`config.mk`:
```
export PLATFORM = sky130hd
export DESIGN_NAME = vec_bytemove_unit
export DESIGN_NICKNAME = d
export VERILOG_FILES = /design/src/rtl/vbm_pkg.sv /design/src/rtl/vbm_decode.sv /design/src/rtl/vbm_seq.sv /design/src/rtl/vbm_lane.sv /design/src/rtl/vec_bytemove_unit.sv
export SDC_FILE = /design/constraint.sdc
export NUM_CORES = 1
export LEC_CHECK = 0
export ABC_AREA = 1
export BUFFER_PORTS_ARGS = -buffer_cell sky130_fd_sc_hd__buf_2
export CAP_MARGIN = 20
export CORE_AREA = 5 5 145 147
export DETAILED_ROUTE_END_ITERATION = 10
export DIE_AREA = 0 0 150 152
export GPL_TIMING_DRIVEN = 0
export PLACE_DENSITY_LB_ADDON = 0.25
export SLEW_MARGIN = 10
export SYNTH_ARGS = -nofsm -noshare
export SYNTH_HDL_FRONTEND = slang
export SYNTH_SLANG_ARGS = --single-unit
export TNS_END_PERCENT = 50
```
`constraint.sdc`:
```
create_clock -name clk -period 5.6 [get_ports clk]
set_input_delay 0.84 -clock clk [delete_from_list [all_inputs] [get_ports clk]]
set_output_delay 0.84 -clock clk [all_outputs]
set_load 0.005 [all_outputs]
```
`src/rtl/vbm_pkg.sv`:
```
package vbm_pkg;
  localparam int unsigned ADDR_W  = 12;
  localparam int unsigned VBYTES  = 16;
  localparam int unsigned MAX_LEN = 8;

  typedef enum logic [1:0] {
    SZ_BYTE   = 2'd0,
    SZ_HALF   = 2'd1,
    SZ_WORD   = 2'd2,
    SZ_DOUBLE = 2'd3
  } vbm_size_e;

  // transfer length in bytes from the size code
  function automatic logic [3:0] vbm_len(input logic [1:0] sz);
    return 4'd1 << sz;
  endfunction

  // first logical address: base + len * signed offset, kept to 12 bits
  function automatic logic [ADDR_W-1:0] vbm_first_addr(input logic [31:0] base,
                                                       input logic [1:0] sz,
                                                       input logic [6:0] off);
    logic [31:0] scaled;
    logic [31:0] sum;
    scaled = {{25{off[6]}}, off} << sz;
    sum    = base + scaled;
    return sum[ADDR_W-1:0];
  endfunction

  // big-endian word in little-endian storage
  function automatic logic [ADDR_W-1:0] vbm_swizzle(input logic [ADDR_W-1:0] a);
    return a ^ ADDR_W'(3);
  endfunction
endpackage

```
`src/rtl/vbm_decode.sv`:
```
module vbm_decode
  import vbm_pkg::*;
#(
  parameter int unsigned REG_W = 5,
  parameter int unsigned ELEM_W = 4
) (
  input  logic [31:0]       instr_i,
  input  logic [1:0]        size_i,
  input  logic [31:0]       sreg_data_i,
  output logic [REG_W-1:0]  base_idx_o,
  output logic [REG_W-1:0]  vreg_idx_o,
  output logic [ELEM_W-1:0] elem_o,
  output logic [3:0]        len_o,
  output logic [ADDR_W-1:0] first_addr_o
);
  logic [31:0] base_val;
  logic [6:0]  off;

  assign base_idx_o = instr_i[25:21];
  assign vreg_idx_o = instr_i[20:16];
  assign elem_o     = instr_i[10:7];
  assign off        = instr_i[6:0];
  assign len_o      = vbm_len(size_i);

  // register zero is hard-wired to zero
  assign base_val     = (base_idx_o == '0) ? 32'd0 : sreg_data_i;
  assign first_addr_o = vbm_first_addr(base_val, size_i, off);
endmodule

```
`src/rtl/vbm_seq.sv`:
```
module vbm_seq
  import vbm_pkg::*;
#(
  parameter int unsigned CNT_W = $clog2(MAX_LEN)
) (
  input  logic             clk,
  input  logic             rst_n,
  input  logic             start_i,
  input  logic [3:0]       len_i,
  output logic             accept_o,
  output logic             busy_o,
  output logic [CNT_W-1:0] cnt_o,
  output logic             last_o,
  output logic             done_o
);
  logic [3:0] len_q;

  assign accept_o = start_i && !busy_o;
  assign last_o   = busy_o && ({1'b0, cnt_o} == (len_q - 4'd1));

  always_ff @(posedge clk or negedge rst_n) begin
    if (!rst_n) begin
      busy_o <= 1'b0;
      cnt_o  <= '0;
      len_q  <= 4'd1;
      done_o <= 1'b0;
    end else begin
      done_o <= last_o;
      if (accept_o) begin
        busy_o <= 1'b1;
        cnt_o  <= '0;
        len_q  <= len_i;
      end else if (busy_o) begin
        if (last_o) busy_o <= 1'b0;
        else        cnt_o  <= cnt_o + 1'b1;
      end
    end
  end

  // done is a single-cycle pulse, never during a transfer
  p_done_pulse_r9: assert property (@(posedge clk) disable iff (!rst_n)
    done_o |=> !done_o);
  p_done_idle_r9: assert property (@(posedge clk) disable iff (!rst_n)
    done_o |-> !busy_o);
  // a start while busy does not restart the count
  p_start_ignored_r10: assert property (@(posedge clk) disable iff (!rst_n)
    (busy_o && start_i && !last_o) |=> (busy_o && cnt_o == $past(cnt_o) + 1'b1));
endmodule

```
`src/rtl/vbm_lane.sv`:
```
module vbm_lane
  import vbm_pkg::*;
#(
  parameter int unsigned CNT_W = $clog2(MAX_LEN),
  parameter int unsigned ELEM_W = $clog2(VBYTES)
) (
  input  logic                clk,
  input  logic                rst_n,
  input  logic                busy_i,
  input  logic                is_store_i,
  input  logic [ELEM_W-1:0]   elem_i,
  input  logic [CNT_W-1:0]    cnt_i,
  input  logic [ADDR_W-1:0]   first_addr_i,
  input  logic [VBYTES*8-1:0] vreg_rdata_i,
  input  logic [7:0]          mem_rdata_i,
  output logic [ADDR_W-1:0]   log_addr_o,
  output logic [ADDR_W-1:0]   mem_addr_o,
  output logic [7:0]          mem_wdata_o,
  output logic                mem_we_o,
  output logic [VBYTES*8-1:0] vreg_wdata_o,
  output logic [VBYTES-1:0]   vreg_be_o,
  output logic                vreg_we_o
);
  localparam int unsigned LANE_W = ELEM_W + 1;

  logic [LANE_W-1:0] ld_lane;
  logic [ELEM_W-1:0] st_lane;
  logic              ld_in_range;

  // per-byte address, wraps at 4 KB, swizzled
  assign log_addr_o = first_addr_i + ADDR_W'(cnt_i);
  assign mem_addr_o = vbm_swizzle(log_addr_o);

  // store source lane wraps inside the register
  assign st_lane     = elem_i + ELEM_W'(cnt_i);
  assign mem_wdata_o = vreg_rdata_i[st_lane*8 +: 8];
  assign mem_we_o    = busy_i && is_store_i;

  // load destination lane does not wrap; overflow is dropped
  assign ld_lane     = LANE_W'(elem_i) + LANE_W'(cnt_i);
  assign ld_in_range = !ld_lane[ELEM_W];
  assign vreg_we_o   = busy_i && !is_store_i && ld_in_range;
  assign vreg_wdata_o = {VBYTES{mem_rdata_i}};

  always_comb begin
    vreg_be_o = '0;
    if (vreg_we_o) vreg_be_o[ld_lane[ELEM_W-1:0]] = 1'b1;
  end

  // a register write touches exactly one lane
  p_one_lane_r7: assert property (@(posedge clk) disable iff (!rst_n)
    vreg_we_o |-> $onehot(vreg_be_o));
  p_no_stray_be_r7: assert property (@(posedge clk) disable iff (!rst_n)
    !vreg_we_o |-> (vreg_be_o == '0));
  // the two write ports are never active together
  p_dir_excl_r2: assert property (@(posedge clk) disable iff (!rst_n)
    !(mem_we_o && vreg_we_o));
endmodule

```
`src/rtl/vec_bytemove_unit.sv`:
```
module vec_bytemove_unit
  import vbm_pkg::*;
#(
  parameter int unsigned REG_W  = 5,
  parameter int unsigned ELEM_W = $clog2(VBYTES),
  parameter int unsigned CNT_W  = $clog2(MAX_LEN)
) (
  input  logic                clk,
  input  logic                rst_n,
  input  logic                start_i,
  input  logic [31:0]         instr_i,
  input  logic                is_store_i,
  input  logic [1:0]          size_i,
  output logic [REG_W-1:0]    sreg_idx_o,
  input  logic [31:0]         sreg_data_i,
  output logic [ADDR_W-1:0]   mem_addr_o,
  input  logic [7:0]          mem_rdata_i,
  output logic [7:0]          mem_wdata_o,
  output logic                mem_we_o,
  output logic [REG_W-1:0]    vreg_idx_o,
  input  logic [VBYTES*8-1:0] vreg_rdata_i,
  output logic [VBYTES*8-1:0] vreg_wdata_o,
  output logic [VBYTES-1:0]   vreg_be_o,
  output logic                vreg_we_o,
  output logic                busy_o,
  output logic                done_o
);
  logic [REG_W-1:0]  dec_vreg;
  logic [ELEM_W-1:0] dec_elem;
  logic [3:0]        dec_len;
  logic [ADDR_W-1:0] dec_addr;

  logic              accept;
  logic [CNT_W-1:0]  cnt;
  logic              last;
  logic [ADDR_W-1:0] log_addr;

  logic              store_q;
  logic [ELEM_W-1:0] elem_q;
  logic [REG_W-1:0]  vreg_q;
  logic [ADDR_W-1:0] addr_q;

  vbm_decode #(.REG_W(REG_W), .ELEM_W(ELEM_W)) u_decode (
    .instr_i      (instr_i),
    .size_i       (size_i),
    .sreg_data_i  (sreg_data_i),
    .base_idx_o   (sreg_idx_o),
    .vreg_idx_o   (dec_vreg),
    .elem_o       (dec_elem),
    .len_o        (dec_len),
    .first_addr_o (dec_addr)
  );

  vbm_seq #(.CNT_W(CNT_W)) u_seq (
    .clk      (clk),
    .rst_n    (rst_n),
    .start_i  (start_i),
    .len_i    (dec_len),
    .accept_o (accept),
    .busy_o   (busy_o),
    .cnt_o    (cnt),
    .last_o   (last),
    .done_o   (done_o)
  );

  always_ff @(posedge clk or negedge rst_n) begin
    if (!rst_n) begin
      store_q <= 1'b0;
      elem_q  <= '0;
      vreg_q  <= '0;
      addr_q  <= '0;
    end else if (accept) begin
      store_q <= is_store_i;
      elem_q  <= dec_elem;
      vreg_q  <= dec_vreg;
      addr_q  <= dec_addr;
    end
  end

  assign vreg_idx_o = vreg_q;

  vbm_lane #(.CNT_W(CNT_W), .ELEM_W(ELEM_W)) u_lane (
    .clk          (clk),
    .rst_n        (rst_n),
    .busy_i       (busy_o),
    .is_store_i   (store_q),
    .elem_i       (elem_q),
    .cnt_i        (cnt),
    .first_addr_i (addr_q),
    .vreg_rdata_i (vreg_rdata_i),
    .mem_rdata_i  (mem_rdata_i),
    .log_addr_o   (log_addr),
    .mem_addr_o   (mem_addr_o),
    .mem_wdata_o  (mem_wdata_o),
    .mem_we_o     (mem_we_o),
    .vreg_wdata_o (vreg_wdata_o),
    .vreg_be_o    (vreg_be_o),
    .vreg_we_o    (vreg_we_o)
  );

  // consecutive bytes step the logical address by one, wrapping at 4 KB
  p_addr_step_r4: assert property (@(posedge clk) disable iff (!rst_n)
    (busy_o && !last) |=> (log_addr == $past(log_addr) + 1'b1));
  // latched transfer state holds while a start arrives mid-transfer
  p_hold_r10: assert property (@(posedge clk) disable iff (!rst_n)
    (busy_o && start_i) |=> ($stable(addr_q) && $stable(elem_q) && $stable(store_q)));
  // base field zero yields the scaled offset alone
  p_base_zero_r8: assert property (@(posedge clk) disable iff (!rst_n)
    (accept && sreg_idx_o == '0) |=>
      (addr_q == vbm_first_addr(32'd0, $past(size_i), $past(instr_i[6:0]))));
  // a write strobe is only ever raised during a transfer
  p_we_busy_r9: assert property (@(posedge clk) disable iff (!rst_n)
    (mem_we_o || vreg_we_o) |-> busy_o);
endmodule

```
==> results.txt <==
* Number of post-CTS setup repair buffers: 0
- Post-Syn Nets: around 1000
* GPL Wtd Cong: around 0.85
- Leakage power figure: approximately 4.2 nW
- Final ANT Viol Nets: 0
- Register clock-pin slew on the reported worst setup and hold paths: approximately 0.05 ns
- In the final layout, the multi-input gates occupy between 2000 and 3000 sq um.
- Required time worst endpoint: between 4 and 5 ns
- Count of distinct cell types in the synthesized netlist: 30
* Count of endpoints failing setup in the final report: 0
- Total vias in the final route: between 5000 and 6000
* Crit path DAT: between 2 and 3 ns
* Result of the run: finished, final reports clean
* First-pass GRT wire length: between 20000 and 30000 microns
- Synthesis inferred 31 register bits.
- Detailed placement ended at an HPWL of roughly 16000 microns.
* Achievable Freq: ~270 MHz
- The number of antenna violations at the first check in global routing is 3.
* Final critical delay including setup and external delays: between 3 and 4 ns
- The cell sitting at the root of the clock tree is a sky130_fd_sc_hd__clkbuf_16.
* Via count of the first global-routing pass: about 5600
- For this design the ratio of total power to cell area is about 120 nW/um^2.
* Placed instance area: 6740 sq um
- Of the synthesized area, sequential elements account for 0.166.
- STA classifies the critical path startpoint as a flop.
- CTS H-tree lvls: 2
- Max Transition Viols Final: 0
- Remaining global-route overflow: 0
* Seq. cell area: roughly 780 sq um
- After floorplanning, the core was divided into 52 placement rows.
- Vias per cell: roughly 4.1
- The worst hold path belongs to the class flop to flop.
- Before antenna repair, the detailed router went through 6 iterations.
* Horizontal die dimension: approximately 150 microns
- Post-Route WL: ~19000 microns
- The worst setup path is captured at a primary output.
* Clock tree buffer depth: 2
- Average wire length per cell after detail routing: about 14 microns
* Synthesis-to-layout area growth: 47.8%
- TritonCTS buffer count: 5
- Worst skew pair latency: about 0.27 ns
- Max_cap viols: 0
* Total clock sinks: 31
- After routing the design area is roughly 6900 sq um.
- For the pin with the worst max-slew slack, the measured transition is between 0.7 and 0.8 ns.
* Max-slew headroom at the worst pin: 0.487
- Number of top-level pins: approximately 380
* Post-route DRC violation count: 0
* Clock tree from TritonCTS: done
- Starting DRT DRC Count: 200
- Yosys printed 0 warnings.
- The layout has 2278 filler cells.
- Dividing the final minimum period by the clock period gives 0.664.
- Maximum fanout along the worst path: 10
- Number of instances resized during post-cts repair: 0
- Final TNS setup: 0 ns
* Setup repair after global routing missed its margin: false
- From bottom edge to top edge, the die measures ~150 microns.
- In this run the tool buffered the top-level ports with about 340 buffer cells.
- Placeable core region: 19800 sq um
- Final-stage net count: 1338
- Entering global routing, the biggest net connects 32 pins.
* Initial core utilization: 0.237
- Overall routing resource usage: 0.157
- The die covers about 23000 sq um.
* Fin. Hold Viols: 0
- Post-synth design cell area: roughly 4700 sq um
* IR Drop Worst-Case VDD: slightly below 0.09 mV
- In the final layout, the share of cells above drive strength 1 is 0.457.
- Worst setup path class: flop to primary output
* Post-Syn Instances: 760
* Post-synthesis area per instance: 6.16 sq um
* Worst Skew: 0.00350 ns
- After clock tree synthesis, the flow added hold-fix buffers numbering 0.
[routing by layer]
metal,up-vias,track usage,routed length (microns),share of wire
li1,2992,-,-,-
met1,2511,0.168,6870,0.36
met2,213,0.318,10500,0.55
met3,21,0.0214,1320,0.069
met4,0,0.0375,375,0.020
met5,-,0,0,0
[final timing paths]
check / start / to / slack [ns] / depth (start not counted)
max: u_seq.cnt_o[0] / mem_wdata_o[5] / 1.88 / 12
min: vreg_idx_o[0] / vreg_idx_o[0] / 0.47 / 2
max reg2reg: u_seq.len_q[0] / u_seq.cnt_o[2] / 3.84 / 8
min reg2reg: vreg_idx_o[0] / vreg_idx_o[0] / 0.47 / 2
max in group asynchronous: rst_n / addr_q[4] / 4.52 / 1
min in group asynchronous: rst_n / vreg_idx_o[2] / 0.62 / 1
[final cells by class]
type | instances | share of cell area
flip-flops and latches | 31 | 0.112
diodes | 3 | 0.00109
multi-input cells | 512 | 0.368
clock inverters | 2 | 0.00506
clock buffers | 6 | 0.0201
repair buffers | 343 | 0.248
well taps | 270 | 0.0488
plain buffers | 157 | 0.163
inverters | 60 | 0.0329
[cell usage in the layout (no fill, tap or decap), types with 2 or more instances in the layout]
cell type / n
sky130_fd_sc_hd__a21oi_1: 7
sky130_fd_sc_hd__a22oi_1: 32
sky130_fd_sc_hd__buf_2: 355
sky130_fd_sc_hd__buf_4: 134
sky130_fd_sc_hd__buf_6: 3
sky130_fd_sc_hd__clkbuf_1: 8
sky130_fd_sc_hd__clkbuf_16: 5
sky130_fd_sc_hd__dfrtp_1: 30
sky130_fd_sc_hd__diode_2: 3
sky130_fd_sc_hd__fa_1: 3
sky130_fd_sc_hd__ha_1: 19
sky130_fd_sc_hd__inv_1: 57
sky130_fd_sc_hd__nand2_1: 296
sky130_fd_sc_hd__nand3_1: 49
sky130_fd_sc_hd__nand3b_1: 4
sky130_fd_sc_hd__nand4_1: 20
sky130_fd_sc_hd__nor2_1: 37
sky130_fd_sc_hd__nor2_2: 2
sky130_fd_sc_hd__nor3_1: 2
sky130_fd_sc_hd__o21ai_0: 21
sky130_fd_sc_hd__xnor2_1: 5
sky130_fd_sc_hd__xor2_1: 9
[cell families after synthesis]
| kind of cell | Yosys count | share of synthesized area |
|---|---|---|
| compound gates | 62 | 0.0842 |
| xor+xnor | 16 | 0.0355 |
| fa+ha+maj | 22 | 0.0636 |
| buf+inv | 217 | 0.290 |
| flops | 31 | 0.166 |
| mux | 1 | 0.00214 |
| simple gates | 411 | 0.359 |
[through the flow]
step	instances	setup WS [ns]	utilization	total power, mW	hold slack, ns
3_3_place_gp	1373	2.20	0.341	0.542	0.459
2_1_floorplan	760	2.80	-	0.403	0.453
3_5_place_dp	1373	2.17	0.341	0.543	0.460
4_1_cts	1381	1.86	0.349	0.862	0.477
5_1_grt	1384	1.68	0.350	0.906	0.495
6_report	1384	1.88	0.350	0.852	0.473
[report_power, final]
group	total, mW	switching [mW]	internal (mW)
Clock	0.315	0.0945	0.221
Combinational	0.313	0.136	0.177
Sequential	0.224	0	0.224
Total	0.852	0.230	0.622
[sequential cells by signal, summed over array words and instances, names as in the netlist]
signal        count
store_q           1
vreg_idx_o        5
elem_q            4
u_seq.cnt_o       3
u_seq.len_q       4
u_seq.busy_o      1
u_seq.done_o      1
addr_q           12
[cell usage after synthesis]
| cell | count | area, sq um |
|---|---|---|
| sky130_fd_sc_hd__nand3_1 | 49 | 245 |
| sky130_fd_sc_hd__clkbuf_1 | 8 | 30.0 |
| sky130_fd_sc_hd__nor2_2 | 2 | 12.5 |
| sky130_fd_sc_hd__nand2_1 | 296 | 1110 |
| sky130_fd_sc_hd__nand3b_1 | 4 | 30.0 |
| sky130_fd_sc_hd__dfstp_2 | 1 | 26.3 |
| sky130_fd_sc_hd__nor3_1 | 2 | 10.0 |
| sky130_fd_sc_hd__o21ai_0 | 21 | 105 |
| sky130_fd_sc_hd__nor2_1 | 37 | 139 |
| sky130_fd_sc_hd__buf_2 | 12 | 60.1 |
| sky130_fd_sc_hd__xor2_4 | 1 | 27.5 |
| sky130_fd_sc_hd__dfrtp_1 | 30 | 751 |
| sky130_fd_sc_hd__fa_1 | 3 | 60.1 |
| sky130_fd_sc_hd__clkinv_1 | 1 | 3.75 |
| sky130_fd_sc_hd__buf_4 | 134 | 1010 |
| sky130_fd_sc_hd__inv_4 | 1 | 6.26 |
| sky130_fd_sc_hd__inv_2 | 1 | 3.75 |
| sky130_fd_sc_hd__ha_1 | 19 | 238 |
| sky130_fd_sc_hd__xor2_1 | 9 | 78.8 |
| sky130_fd_sc_hd__nand4_1 | 20 | 125 |
| sky130_fd_sc_hd__a22oi_1 | 32 | 240 |
| sky130_fd_sc_hd__buf_6 | 3 | 33.8 |
| sky130_fd_sc_hd__a21o_1 | 1 | 7.51 |
| sky130_fd_sc_hd__inv_1 | 57 | 214 |
| sky130_fd_sc_hd__mux2i_1 | 1 | 10.0 |
| sky130_fd_sc_hd__a31oi_1 | 1 | 6.26 |
| sky130_fd_sc_hd__a21oi_1 | 7 | 35.0 |
| sky130_fd_sc_hd__xor2_2 | 1 | 16.3 |
| sky130_fd_sc_hd__nand2_2 | 1 | 6.26 |
| sky130_fd_sc_hd__xnor2_1 | 5 | 43.8 |
[worst max-delay path, stage by stage (launching register included)]
cell and delay, ns:
sky130_fd_sc_hd__dfrtp_1 0.46, sky130_fd_sc_hd__ha_1 0.27, sky130_fd_sc_hd__fa_1 0.58, sky130_fd_sc_hd__inv_1 0.07
sky130_fd_sc_hd__nor2_2 0.24, sky130_fd_sc_hd__buf_2 0.33, sky130_fd_sc_hd__nand2_1 0.09, sky130_fd_sc_hd__nand4_1 0.11
sky130_fd_sc_hd__nand2_1 0.06, sky130_fd_sc_hd__nand2_1 0.12, sky130_fd_sc_hd__nand2_1 0.07, sky130_fd_sc_hd__nand3_1 0.08
sky130_fd_sc_hd__buf_2 0.12
Note: power is estimated with default switching activity, not from simulation.
